--- config.mk ---
export PLATFORM = sky130hd
export DESIGN_NAME = shm_doorbell_regs
export DESIGN_NICKNAME = d
export VERILOG_FILES = /design/src/rtl/shm_db_pkg.sv /design/src/rtl/shm_db_decode.sv /design/src/rtl/shm_db_irq.sv /design/src/rtl/shm_db_ring.sv /design/src/rtl/shm_doorbell_regs.sv
export SDC_FILE = /design/constraint.sdc
export NUM_CORES = 1
export LEC_CHECK = 0
export ABC_AREA = 1
export ABC_CLOCK_PERIOD_IN_PS = 1600
export BUFFER_PORTS_ARGS = -buffer_cell sky130_fd_sc_hd__buf_2
export CORE_MARGIN = 2
export CORE_UTILIZATION = 30
export DETAILED_ROUTE_END_ITERATION = 6
export HOLD_SLACK_MARGIN = 0.15
export PLACE_DENSITY = 0.7
export REMOVE_ABC_BUFFERS = 1
export SETUP_SLACK_MARGIN = 0.02
export SYNTH_ARGS = -nofsm -noshare
export SYNTH_HDL_FRONTEND = slang
export SYNTH_HIERARCHICAL = 1
export SYNTH_SLANG_ARGS = --single-unit
--- constraint.sdc ---
create_clock -name clk -period 1.6 [get_ports clk]
set_input_delay 0.32 -clock clk [delete_from_list [all_inputs] [get_ports clk]]
set_output_delay 0.32 -clock clk [all_outputs]
set_load 0.02 [all_outputs]
--- src/rtl/shm_db_pkg.sv ---
package shm_db_pkg;
  localparam int WORD_EN   = 0;
  localparam int WORD_PEND = 1;
  localparam int WORD_ID   = 2;
  localparam int WORD_RING = 3;

  typedef struct packed {
    logic en;
    logic pend;
    logic id;
    logic ring;
  } db_sel_t;
endpackage

--- src/rtl/shm_db_decode.sv ---
module shm_db_decode
  import shm_db_pkg::*;
#(
  parameter int ADDR_W = 8
) (
  input  logic [ADDR_W-1:0] addr,
  input  logic              rd,
  input  logic              wr,
  output db_sel_t           rd_sel,
  output db_sel_t           wr_sel
);
  localparam int WI_W = ADDR_W - 2;
  logic [WI_W-1:0] widx;
  db_sel_t hit;

  assign widx = addr[ADDR_W-1:2];

  always_comb begin
    hit.en   = (widx == WI_W'(WORD_EN));
    hit.pend = (widx == WI_W'(WORD_PEND));
    hit.id   = (widx == WI_W'(WORD_ID));
    hit.ring = (widx == WI_W'(WORD_RING));
  end

  assign rd_sel = rd ? hit : '0;
  assign wr_sel = wr ? hit : '0;
endmodule

--- src/rtl/shm_db_irq.sv ---
module shm_db_irq (
  input  logic clk,
  input  logic rst_n,
  input  logic en_wr,
  input  logic en_wdata,
  input  logic pend_rd,
  input  logic peer_evt,
  input  logic has_msix,
  output logic en_bit,
  output logic pend_bit,
  output logic irq
);
  always_ff @(posedge clk) begin
    if (!rst_n) begin
      en_bit   <= 1'b0;
      pend_bit <= 1'b0;
    end else begin
      if (en_wr) en_bit <= en_wdata;
      if (peer_evt)     pend_bit <= 1'b1;
      else if (pend_rd) pend_bit <= 1'b0;
    end
  end

  assign irq = pend_bit & en_bit & ~has_msix;
endmodule

--- src/rtl/shm_db_ring.sv ---
module shm_db_ring #(
  parameter int ID_W  = 16,
  parameter int VEC_W = 16
) (
  input  logic             clk,
  input  logic             rst_n,
  input  logic             ring_wr,
  input  logic             irq_en,
  input  logic             setup_done,
  input  logic [ID_W-1:0]  peer,
  input  logic [VEC_W-1:0] vec,
  input  logic             lkp_connected,
  input  logic [VEC_W-1:0] lkp_num_vec,
  output logic             ring_valid,
  output logic [ID_W-1:0]  ring_peer,
  output logic [VEC_W-1:0] ring_vec
);
  logic deliver;

  assign deliver = ring_wr && irq_en && setup_done
                   && lkp_connected && (vec < lkp_num_vec);

  always_ff @(posedge clk) begin
    if (!rst_n) begin
      ring_valid <= 1'b0;
      ring_peer  <= '0;
      ring_vec   <= '0;
    end else begin
      ring_valid <= deliver;
      if (deliver) begin
        ring_peer <= peer;
        ring_vec  <= vec;
      end
    end
  end
endmodule

--- src/rtl/shm_doorbell_regs.sv ---
module shm_doorbell_regs
  import shm_db_pkg::*;
#(
  parameter int ADDR_W = 8,
  parameter int DATA_W = 32,
  parameter int ID_W   = 16,
  parameter int VEC_W  = 16
) (
  input  logic              clk,
  input  logic              rst_n,
  input  logic              cfg_irq_en,
  input  logic              cfg_setup_done,
  input  logic              cfg_has_msix,
  input  logic [ID_W-1:0]   cfg_self_id,
  input  logic [ADDR_W-1:0] reg_addr,
  input  logic              reg_rd,
  input  logic              reg_wr,
  input  logic [DATA_W-1:0] reg_wdata,
  output logic [DATA_W-1:0] reg_rdata,
  output logic [ID_W-1:0]   lkp_peer,
  input  logic              lkp_connected,
  input  logic [VEC_W-1:0]  lkp_num_vec,
  output logic              ring_valid,
  output logic [ID_W-1:0]   ring_peer,
  output logic [VEC_W-1:0]  ring_vec,
  input  logic              peer_evt,
  output logic              irq_legacy
);
  localparam int PEER_LSB = DATA_W - ID_W;

  db_sel_t rd_sel, wr_sel;
  logic    en_bit, pend_bit;
  logic [VEC_W-1:0] wr_vec;

  assign lkp_peer = reg_wdata[DATA_W-1:PEER_LSB];
  assign wr_vec   = reg_wdata[VEC_W-1:0];

  shm_db_decode #(.ADDR_W(ADDR_W)) u_dec (
    .addr   (reg_addr),
    .rd     (reg_rd),
    .wr     (reg_wr),
    .rd_sel (rd_sel),
    .wr_sel (wr_sel)
  );

  shm_db_irq u_irq (
    .clk      (clk),
    .rst_n    (rst_n),
    .en_wr    (wr_sel.en),
    .en_wdata (reg_wdata[0]),
    .pend_rd  (rd_sel.pend),
    .peer_evt (peer_evt),
    .has_msix (cfg_has_msix),
    .en_bit   (en_bit),
    .pend_bit (pend_bit),
    .irq      (irq_legacy)
  );

  shm_db_ring #(.ID_W(ID_W), .VEC_W(VEC_W)) u_ring (
    .clk           (clk),
    .rst_n         (rst_n),
    .ring_wr       (wr_sel.ring),
    .irq_en        (cfg_irq_en),
    .setup_done    (cfg_setup_done),
    .peer          (lkp_peer),
    .vec           (wr_vec),
    .lkp_connected (lkp_connected),
    .lkp_num_vec   (lkp_num_vec),
    .ring_valid    (ring_valid),
    .ring_peer     (ring_peer),
    .ring_vec      (ring_vec)
  );

  always_ff @(posedge clk) begin
    if (!rst_n) begin
      reg_rdata <= '0;
    end else begin
      reg_rdata <= '0;
      if (rd_sel.en)   reg_rdata <= DATA_W'(en_bit);
      if (rd_sel.pend) reg_rdata <= DATA_W'(pend_bit);
      if (rd_sel.id)   reg_rdata <= cfg_irq_en ? DATA_W'(cfg_self_id) : '0;
    end
  end
endmodule

# Yosys cells after proc, flatten, opt, wreduce, memory -nomap -nowiden
# Cells that the tools add are included.
# totals
out_inout_bits,82
romBits,0
n_memories,0
mem_bits_rw,0
in_bits,81
register_bits,67
latchBits,0
wordCells,27
# classes
eq_ne,3
div,0
multipliers,0
muxes,8
shift,0
magnitude_cmp,1
n_addsub,0
bitwise,3
reduce_logical,6
# op_table
op,count
$mux 32,2
$lt 16x16->1,1
$mux 16,1
$eq 6x2->1 const B,2
$mux 4,2
$eq 6x1->1 const B,1
$logic_not 6->1,1
$logic_and 1x1->1,4
$mux 1,3
$and 1x1->1,2
$reduce_bool 2->1,1
$not 1->1,1

# Longest topological paths before layout
# Gate-level depths: netlist of the first run.
# depth
word_depth,6
mapped_depth,14
ltp_nobuf,12

# Cells and area by module
# Netlist of the first run, hierarchy kept.
# modules_own_cells
module,area_each_um2,n_inst,seq_area_each_um2,cells_each
shm_db_ring,2193.4,1,660.6,280
shm_doorbell_regs,769.5,1,320.3,91
shm_db_decode,96.3,1,0.0,23
shm_db_irq,87.6,1,40.0,13

# Least setup slack after synthesis of the first run
# Ideal clock, no wire load.
# synth_path
path_kind,input to register
from,input lkp_num_vec[9]
to,register u_ring.ring_vec[10]
path_stages,12
setup_slack_ns,-0.005
required_ns,1.487
arrival_ns,1.491
setup_ns,0.113
n_path_buf,2
path_cell_list,inv_1 -> ha_1 -> nand2_1 -> inv_1 -> o21ai_1 -> a21oi_1 -> nor2_2 -> buf_6 -> buf_6 -> nand3_2 -> nand2_1 -> nor2_2
# synth_via
elab_chain_len,2
# synth_lines
item,line_no,rtl
start: declaration,shm_doorbell_regs.sv:22,"input logic [VEC_W-1:0] lkp_num_vec,"
$lt 16x16->1,shm_db_ring.sv:21,&& lkp_connected && (vec < lkp_num_vec);
$logic_and 1x1->1,shm_db_ring.sv:21,
end signal: assignment,shm_db_ring.sv:32,ring_vec <= vec;
end: declaration,shm_db_ring.sv:16,output logic [VEC_W-1:0] ring_vec
# Every way passes these cells.
# A chain may end at the register's enable or synchronous reset.

# Final worst setup path of the first run
# layout_path
from,input reg_wdata[15]
to,register u_ring.ring_peer[8]
# layout_via
elab_chain_len,2
# layout_lines
item,line_no,rtl
start: declaration,shm_doorbell_regs.sv:18,"input logic [DATA_W-1:0] reg_wdata,"
$lt 16x16->1,shm_db_ring.sv:21,
$logic_and 1x1->1,shm_db_ring.sv:21,
end signal: assignment,shm_db_ring.sv:31,ring_peer <= peer;
end: declaration,shm_db_ring.sv:15,"output logic [ID_W-1:0] ring_peer,"
# Every way passes these cells.

==> results of run 1 <==
==> per-layer routing <==
| metal | vias to the layer above | track usage | part of all wire |
|---|---|---|---|
| met5 | - | 0 | 0 |
| met4 | 0 | 0.0226 | 0.0068 |
| met3 | 6 | 0.0245 | 0.052 |
| met2 | 96 | 0.248 | 0.54 |
| met1 | 1370 | 0.135 | 0.40 |
| li1 | 1503 | - | - |
==> placed cells by master (no fill, tap or decap), types with 5 or more instances in the layout <==
cell type and n:
clkbuf_8 5, nor2_1 24, nor2_4 5, buf_6 10, nand2_1 30, ha_4 5, a21oi_1 5, nand3_2 30
buf_4 24, ha_1 10, nand3_1 5, inv_1 75, buf_2 139, conb_1 16, nor2_2 37, clkbuf_16 10
nand2_2 25, dfxtp_1 51, a21oi_2 34
==> registers in the layout (all words and copies together) (netlist names) <==
| signal | cells |
|---|---|
| reg_rdata | 16 |
| u_ring/ring_valid | 1 |
| u_irq/pend_bit | 1 |
| u_ring/ring_peer | 16 |
| u_ring/ring_vec | 16 |
| u_irq/en_bit | 1 |
==> final cells by class <==
class	count	area (sq um)
fill	999	5510
sequential	51	1020
clock inverter	2	12.5
inverter	79	297
multi-input combinational	238	1740
tap	136	170
timing repair buffer	191	1400
clock buffer	6	72.6
==> power groups by stage <==
| stage | Clock (W) | Combinational, W | Sequential (W) |
|---|---|---|---|
| floorplan | 0 | 0.000172 | 0.00130 |
| global placement | 0 | 0.000396 | 0.00130 |
| detailed placement | 0 | 0.000406 | 0.00130 |
| CTS | 0.000789 | 0.000408 | 0.00127 |
| global route | 0.000836 | 0.000527 | 0.00127 |
| finish | 0.000738 | 0.000476 | 0.00127 |
==> worst register-to-register path: cells and delay by family, from the launching register on <==
family / cells / cell delay, ns
flip-flops: 1 / 0.34
buffers and inverters: 1 / 0.05
AND/OR/NAND/NOR: 3 / 0.16
==> worst min-delay path by stage <==
stage                                 to                 start  cells past startpoint  slack [ns]
floorplan                  reg_rdata[10]       cfg_self_id[10]                      2        0.43
global placement     u_ring/ring_peer[4]   u_ring/ring_peer[4]                      2        0.46
detailed placement  u_ring/ring_peer[15]  u_ring/ring_peer[15]                      2        0.47
CTS                        reg_rdata[12]       cfg_self_id[12]                      3        0.21
global route               reg_rdata[15]       cfg_self_id[15]                      3        0.21
finish                     reg_rdata[12]       cfg_self_id[12]                      3        0.23
==> through the flow <==
| step | area (sq um) | utilization | instances | power, W |
|---|---|---|---|---|
| floorplan | 2730 | - | 368 | 0.00148 |
| finish | 4720 | 0.461 | 703 | 0.00249 |
| global placement | 3890 | 0.380 | 678 | 0.00170 |
| global route | 4720 | 0.461 | 703 | 0.00264 |
| detailed placement | 3890 | 0.380 | 678 | 0.00171 |
| CTS | 4030 | 0.393 | 688 | 0.00247 |
==> repair_timing <==
| item | CTS | global route |
|---|---|---|
| gates cloned | 1 | 14 |
| buffers inserted | 1 | 1 |
| resized for setup | 1 | 83 |
| endpoints found under the setup margin | 4 | 33 |
| pin swaps | 1 | 44 |
==> metrics.cfg, run 1 <==
[detailed_routing]
dr_total_vias=2975
routed_wl_mm=8.79
postRouteAntennaNets=0
drc=0
avgRoutedWirePerCell_um=12.5
drt_iter0_markers=92
dr.pass1.iters=4
routed_via_density=4.23

[placed_design]
gp_congestion=0.784
dp_hpwl_mm=5.49
portBuffers=144
pre_cts_ws_ns=-0.339

[critical_path]
endpoint=u_ring/ring_peer[8]
end_kind=register
crit_path_start_kind=primary input
worstPathArrival_ns=1.85
r2r_end=reg_rdata[0]
cp_top_family=buffers and inverters
reg2regPathDepth=4
startpoint=reg_wdata[15]
critPathBufInv=4
reg2reg_from=u_irq/pend_bit
path_common_cell=a21oi_2
rrSetupSlack_ns=0.95
worst_ep_required_time_ns=1.81
worstSetupPathType=in2reg
slowest_delay_ns=0.27
path_max_fanout=7
slowest_stage=ha_4
crit_chain=buf_2 > ha_4 > nand4_1 > a21oi_2 > nor2_4 > buf_12 > clkbuf_16 > buf_6 > a21oi_2 > nor2_2
worst-path-stages=10

[global_route]
grt_pass1_vias=2715
grt_max_degree=49
antenna_found_initial=0
grt_usage=0.124
grt_pass1_wl_mm=11.7
overflow=0

[sta]
skew_ns=0.000154
hold_viol=0
fin_crit_ns=1.64
hold_slack_ns=0.227
clock.fmax_mhz=609
worst_slack_ns=-0.0414
period_share=1.03
finalSetupViolations=4
setup_tns_ns=-0.0768
slew_violations=0
rsz0062_at_grt=yes

[power_and_ir_drop]
p_leak_nw=2.42
p_comb_frac=0.191
power_frac_clock=0.297
intPower_w=0.00178
ir_drop_v=0.000509
p_sw_frac=0.284
power_frac_seq=0.512
powerDensity_nw_per_um2=528
switchingPower_w=0.000706

[floorplanning]
coreArea_sq_um=10200
dieArea_sq_um=11300
io_pins=163
die_w_um=106
initial_core_util=0.306
rows=37
die_y_um=106

[yosys]
yosys_warnings=6
syn-cell-area_sq_um=3140
syn_avg_cell_area_sq_um=7.76
synthCells=404

[clock_network]
cts_buffers=5
clockBufferDepth=2
insertion_delay_ns=0.29
cts_tree=built
clock-sinks=51
path_clk_slew_ns=0.10
cts_hold_buf=0
h-tree-depth=2
root_buffer=clkbuf_8

[run_status]
violations=negative setup slack
status=finished, violations left

[hold_path]
hp-class=in2reg

[cells_and_area]
area_growth_pct=50.4
n_antenna_cell=0
drive_gt1_frac=0.607
fin_nets=662

[run]
max_cap_violations=0

Note: power is estimated with default switching activity, not from simulation.
==> run 2: changes to the inputs <==
Settings changed: CORE_UTILIZATION 30 to 40, PLACE_DENSITY 0.7 to 0.82.
==> metrics.cfg, run 2 (same netlist as run 1, synthesis figures left out) <==
[sta]
period_share=0.978  ; was 1.03
fin_crit_ns=1.57  ; was 1.64 ns
hold_viol=0  ; unchanged
rsz0062_at_grt=yes  ; unchanged
setup_tns_ns=0  ; was -0.0768 ns
clock.fmax_mhz=639  ; was 609 MHz
slew_violations=0  ; unchanged
finalSetupViolations=0  ; was 4
skew_ns=0.00362  ; was 0.000154 ns

[cells_and_area]
largest_registers=reg_rdata (16), u_ring/ring_peer (16), u_ring/ring_vec (16)  ; unchanged
final_common_cell=buf_2  ; unchanged
n_fill_cell=676  ; was 999
drive_gt1_frac=0.528  ; was 0.607
n_antenna_cell=0  ; unchanged
area_growth_pct=39.5  ; was 50.4%
fin_nets=648  ; was 662
final_cell_mix=142 x buf_2, 74 x inv_1, 54 x nand2_1  ; was 139 x buf_2, 75 x inv_1, 51 x dfxtp_1

[power_and_ir_drop]
switchingPower_w=0.000736  ; was 0.000706 W
ir_drop_v=0.000401  ; was 0.000509 V
powerDensity_nw_per_um2=576  ; was 528 nW/um^2
power_frac_clock=0.318  ; was 0.297
p_leak_nw=2.35  ; was 2.42 nW
p_comb_frac=0.177  ; was 0.191
p_sw_frac=0.292  ; was 0.284
intPower_w=0.00178  ; about the same
power_frac_seq=0.505  ; was 0.512
finalPower_w=0.00252  ; was 0.00249 W

[hold_path]
hp-class=in2reg  ; unchanged
worstHoldStart=cfg_self_id[12]  ; unchanged

[floorplanning]
initial_core_util=0.410  ; was 0.306
die_w_um=92.5  ; was 106 um
dieArea_sq_um=8560  ; was 11300 sq um
io_pins=163  ; unchanged
rows=32  ; was 37
coreArea_sq_um=7650  ; was 10200 sq um
die_y_um=92.5  ; was 106 um

[clock_network]
clockBufferDepth=2  ; unchanged
h-tree-depth=2  ; unchanged
clock-sinks=51  ; unchanged
cts_buffers=5  ; unchanged
path_clk_slew_ns=0.10  ; about the same
cts_tree=built  ; unchanged
root_buffer=clkbuf_8  ; unchanged
cts_hold_buf=0  ; unchanged
insertion_delay_ns=0.31  ; was 0.29 ns

[critical_path]
slowest_delay_ns=0.28  ; was 0.27 ns
worst_ep_required_time_ns=1.81  ; about the same
reg2reg_from=u_irq/en_bit  ; was u_irq/pend_bit
crit_chain=buf_2 > inv_1 > ha_4 > nand4_1 > a21oi_2 > nor2_4 > buf_12 > buf_12 > clkbuf_16 > a21oi_2 > nor2_2  ; was buf_2 > ha_4 > nand4_1 > a21oi_2 > nor2_4 > buf_12 > clkbuf_16 > buf_6 > a21oi_2 > nor2_2
worstPathArrival_ns=1.78  ; was 1.85 ns
path_max_fanout=8  ; was 7
worstSetupPathType=in2reg  ; unchanged
crit_path_start_kind=primary input  ; unchanged
slowest_stage=ha_4  ; unchanged
startpoint=lkp_num_vec[15]  ; was reg_wdata[15]
end_kind=register  ; unchanged

[detailed_routing]
routed_via_density=4.53  ; was 4.23
dr_total_vias=2969  ; was 2975
postRouteAntennaNets=0  ; unchanged
dr.pass1.iters=4  ; unchanged
drc=0  ; unchanged
drt_iter0_markers=72  ; was 92
routed_wl_mm=8.11  ; was 8.79 mm
avgRoutedWirePerCell_um=12.4  ; was 12.5 um

[global_route]
grt_usage=0.156  ; was 0.124
overflow=0  ; unchanged
grt_pass1_wl_mm=11.0  ; was 11.7 mm
antenna_found_initial=0  ; unchanged
grt_max_degree=34  ; was 49
grt_pass1_vias=2664  ; was 2715

[placed_design]
portBuffers=144  ; unchanged
dp_hpwl_mm=5.24  ; was 5.49 mm
gp_congestion=0.781  ; was 0.784

[run_status]
status=completed  ; was finished, violations left

[run]
max_cap_violations=0  ; unchanged

run 2: cell types whose count changed in the layout (fill, tap and decap cells not counted), sizes merged:
cell / delta
clkbuf: -4
clkinvlp: -1
clkinv: +1
inv: +1
buf: -11
run 2: area by class of cell:
class / instances / area, sq um / area share
Inverter: 79 / 299 / 0.0683
Multi-Input combinational cell: 238 / 1620 / 0.369
Tap cell: 102 / 128 / 0.0292
Clock inverter: 3 / 28.8 / 0.00658
Clock buffer: 5 / 68.8 / 0.0157
Sequential cell: 51 / 1020 / 0.233
Timing Repair Buffer: 177 / 1210 / 0.277
run 2: layer usage:
layer	part of all wire	wire length (um)	vias up	track usage
met3	0.065	530	7	0.0350
met2	0.54	4370	111	0.301
li1	-	-	1480	-
met4	0.010	82	0	0.0361
met1	0.39	3130	1371	0.173
met5	0	0	-	0
run 2: worst paths after layout:
kind | cells after the start | slack [ns] | end
setup / recovery | 11 | 0.03 | u_ring/ring_peer[11]
hold reg to reg | 2 | 0.49 | u_irq/pend_bit
hold / removal | 3 | 0.22 | reg_rdata[12]
setup reg to reg | 4 | 0.93 | reg_rdata[0]
run 2: power groups by stage:
stage / clock, W / sequential (W) / combinational [W]
global placement: 0 / 0.00130 / 0.000382
detailed placement: 0 / 0.00130 / 0.000393
CTS: 0.000839 / 0.00127 / 0.000394
global route: 0.000887 / 0.00127 / 0.000493
finish: 0.000801 / 0.00127 / 0.000446
floorplan: 0 / 0.00130 / 0.000172
run 2: critical path, delay by kind of cell:
| family | cells | cell delay [ns] |
|---|---|---|
| AOI/OAI and AO/OA | 2 | 0.35 |
| buffers and inverters | 5 | 0.58 |
| adders and majority gates | 1 | 0.28 |
| and+or+nand+nor | 3 | 0.24 |
run 2: repair_timing:
item | in CTS | in global routing
cloned | 1 | 9
endpoints found under the setup margin | 2 | 33
pin swaps | 0 | 20
setup buffers | 0 | 3
gates resized for setup | 0 | 38
run 2: through the flow:
| stage | cells | setup WS [ns] | util | hold slack (ns) | area [sq um] |
|---|---|---|---|---|---|
| 2_1_floorplan | 368 | -1.76 | - | 0.432 | 2730 |
| 3_3_place_gp | 634 | -0.267 | 0.495 | 0.463 | 3790 |
| 3_5_place_dp | 634 | -0.330 | 0.495 | 0.474 | 3790 |
| 4_1_cts | 643 | -0.00123 | 0.512 | 0.202 | 3920 |
| 5_1_grt | 655 | -0.0281 | 0.572 | 0.201 | 4380 |
| 6_report | 655 | 0.0344 | 0.572 | 0.216 | 4380 |
==> run 3: changes to the inputs <==
==> constraint.sdc (replaced) <==
create_clock -name clk -period 1.6 [get_ports clk]
set_input_delay 0.08 -clock clk [delete_from_list [all_inputs] [get_ports clk]]
set_output_delay 0.08 -clock clk [all_outputs]
set_load 0.02 [all_outputs]
==> metrics.cfg, run 3 (same netlist as run 1, synthesis figures left out) <==
[run_status]
status=completed  ; unchanged

[critical_path]
path_max_fanout=9  ; was 8
rrSetupSlack_ns=0.93  ; about the same
worstPathArrival_ns=1.76  ; was 1.78 ns
path_common_cell=dlygate4sd3_1
reg2reg_from=u_irq/en_bit  ; unchanged
startpoint=rst_n  ; was lkp_num_vec[15]
r2r_end=reg_rdata[0]  ; unchanged
slowest_stage=dlygate4sd3_1  ; was ha_4
worst_ep_required_time_ns=1.84  ; was 1.81 ns
worstSetupPathType=in2reg  ; unchanged
crit_path_start_kind=primary input  ; unchanged
reg2regPathDepth=4  ; unchanged
crit_chain=dlygate4sd3_1 > buf_2 > buf_4 > nand4_1 > dlygate4sd3_1 > nand2_1  ; was buf_2 > inv_1 > ha_4 > nand4_1 > a21oi_2 > nor2_4 > buf_12 > buf_12 > clkbuf_16 > a21oi_2 > nor2_2
endpoint=reg_rdata[0]  ; was u_ring/ring_peer[11]
end_kind=register  ; unchanged
slowest_delay_ns=0.56  ; was 0.28 ns

[cells_and_area]
area_growth_pct=39.2  ; was 39.5%
final_common_cell=buf_2  ; unchanged
fin_area_sq_um=4360  ; was 4380 sq um
drive_gt1_frac=0.427  ; was 0.528
seqCellArea_sq_um=1020  ; unchanged
largest_registers=reg_rdata (16), u_ring/ring_peer (16), u_ring/ring_vec (16)  ; unchanged
multi_input_area_sq_um=1420  ; was 1620 sq um
fin_nets=678  ; was 648
final_cell_mix=144 x buf_2, 76 x inv_1, 55 x nand2_1  ; was 142 x buf_2, 74 x inv_1, 54 x nand2_1
n_antenna_cell=0  ; unchanged
final_cells=685  ; was 655
n_fill_cell=705  ; was 676

[detailed_routing]
dr.pass1.iters=5  ; was 4
drc=0  ; unchanged
avgRoutedWirePerCell_um=11.0  ; was 12.4 um
routed_via_density=4.40  ; was 4.53
routed_wl_mm=7.50  ; was 8.11 mm
dr_total_vias=3012  ; was 2969
drt_iter0_markers=70  ; was 72
postRouteAntennaNets=0  ; unchanged

[placed_design]
place_inst=625  ; was 634
pre_cts_ws_ns=-0.0709  ; was -0.330 ns
gp_congestion=0.810  ; was 0.781
portBuffers=144  ; unchanged
placed_cell_area_sq_um=3710  ; was 3790 sq um
dp_hpwl_mm=5.23  ; was 5.24 mm

[global_route]
overflow=0  ; unchanged
grt_pass1_vias=3011  ; was 2664
grt_usage=0.176  ; was 0.156
grt_pass1_wl_mm=12.4  ; was 11.0 mm
antenna_found_initial=0  ; unchanged
grt_max_degree=42  ; was 34

[run]
max_cap_violations=0  ; unchanged

[clock_network]
insertion_delay_ns=0.29  ; was 0.31 ns
root_buffer=clkbuf_8  ; unchanged
h-tree-depth=2  ; unchanged
clock-sinks=51  ; unchanged
path_clk_slew_ns=0.09  ; was 0.10 ns
cts_setup_buffers=0  ; unchanged
cts_buffers=5  ; unchanged
clockBufferDepth=2  ; unchanged
cts_tree=built  ; unchanged

[floorplanning]
coreArea_sq_um=7650  ; unchanged
die_w_um=92.5  ; unchanged
dieArea_sq_um=8560  ; unchanged
die_y_um=92.5  ; unchanged
io_pins=163  ; unchanged
initial_core_util=0.410  ; unchanged
rows=32  ; unchanged

[power_and_ir_drop]
ir_drop_v=0.000446  ; was 0.000401 V
p_leak_nw=2.36  ; was 2.35 nW
powerDensity_nw_per_um2=646  ; was 576 nW/um^2

[sta]
slew_violations=0  ; unchanged
setup_tns_ns=0  ; unchanged
skew_ns=0.000167  ; was 0.00362 ns
clock.fmax_mhz=660  ; was 639 MHz
period_share=0.947  ; was 0.978
worst_slack_ns=0.0851  ; was 0.0344 ns
fin_crit_ns=1.51  ; was 1.57 ns
rsz0062_at_grt=no  ; was yes
hold_viol=0  ; unchanged
finalSetupViolations=0  ; unchanged

[hold_path]
hp-class=in2reg  ; unchanged

[run 3: changes by cell type in the layout (fill, tap and decap cells not counted), moves of 7 or more]
cell,before,now
clkbuf_16,7,0
a21oi_4,7,0
dlygate4sd3_1,0,52
buf_4,15,8
[run 3: worst min path at each step]
stage	startpoint	endpoint	slack [ns]	depth (start not counted)
floorplan	reg_wdata[16]	lkp_peer[0]	0.16	0
global placement	cfg_self_id[11]	reg_rdata[11]	0.29	3
detailed placement	cfg_self_id[10]	reg_rdata[10]	0.30	3
CTS	reg_wr	u_irq/en_bit	0.18	5
global route	reg_wr	u_irq/en_bit	0.22	5
finish	reg_wr	u_irq/en_bit	0.20	5
[run 3: timing repair]
action | CTS | global route
hold buffers | 52 | 0
setup endpoints to repair | 0 | 0
endpoints found under the hold margin | 49 | 0
resized for setup | 0 | 0
[run 3: through the flow]
step           hold WS [ns]  utilization  total power [W]
6_report              0.203        0.571          0.00282
3_3_place_gp          0.295        0.485          0.00167
2_1_floorplan         0.160            -          0.00148
3_5_place_dp          0.301        0.485          0.00168
4_1_cts               0.180        0.571          0.00286
5_1_grt               0.217        0.571          0.00295
[run 3: layout make-up]
class                   instances  share of cell area
multi-input cells             238               0.326
well taps                     102              0.0292
inverters                      79              0.0679
clock inverters                 3              0.0155
repair buffers                207               0.312
flip-flops and latches         51               0.234
clock buffers                   5              0.0158
[run 3: per-layer routing]
| layer | track usage | vias to the layer above | share of wire |
|---|---|---|---|
| li1 | - | 1533 | - |
| met1 | 0.181 | 1357 | 0.39 |
| met2 | 0.351 | 116 | 0.53 |
| met3 | 0.0391 | 6 | 0.064 |
| met4 | 0.0473 | 0 | 0.0089 |
| met5 | 0 | - | 0 |
[run 3: worst max-delay path: cells and delay by family]
family | cells | cell delay (ns)
buffers and inverters | 4 | 1.49
and+or+nand+nor | 2 | 0.17
[run 3: power by group]
group          internal [W]  leakage (nW)  switching [W]
logic              0.000232          1.89       0.000248
registers           0.00127         0.411     0.00000214
clock network      0.000624        0.0644       0.000441
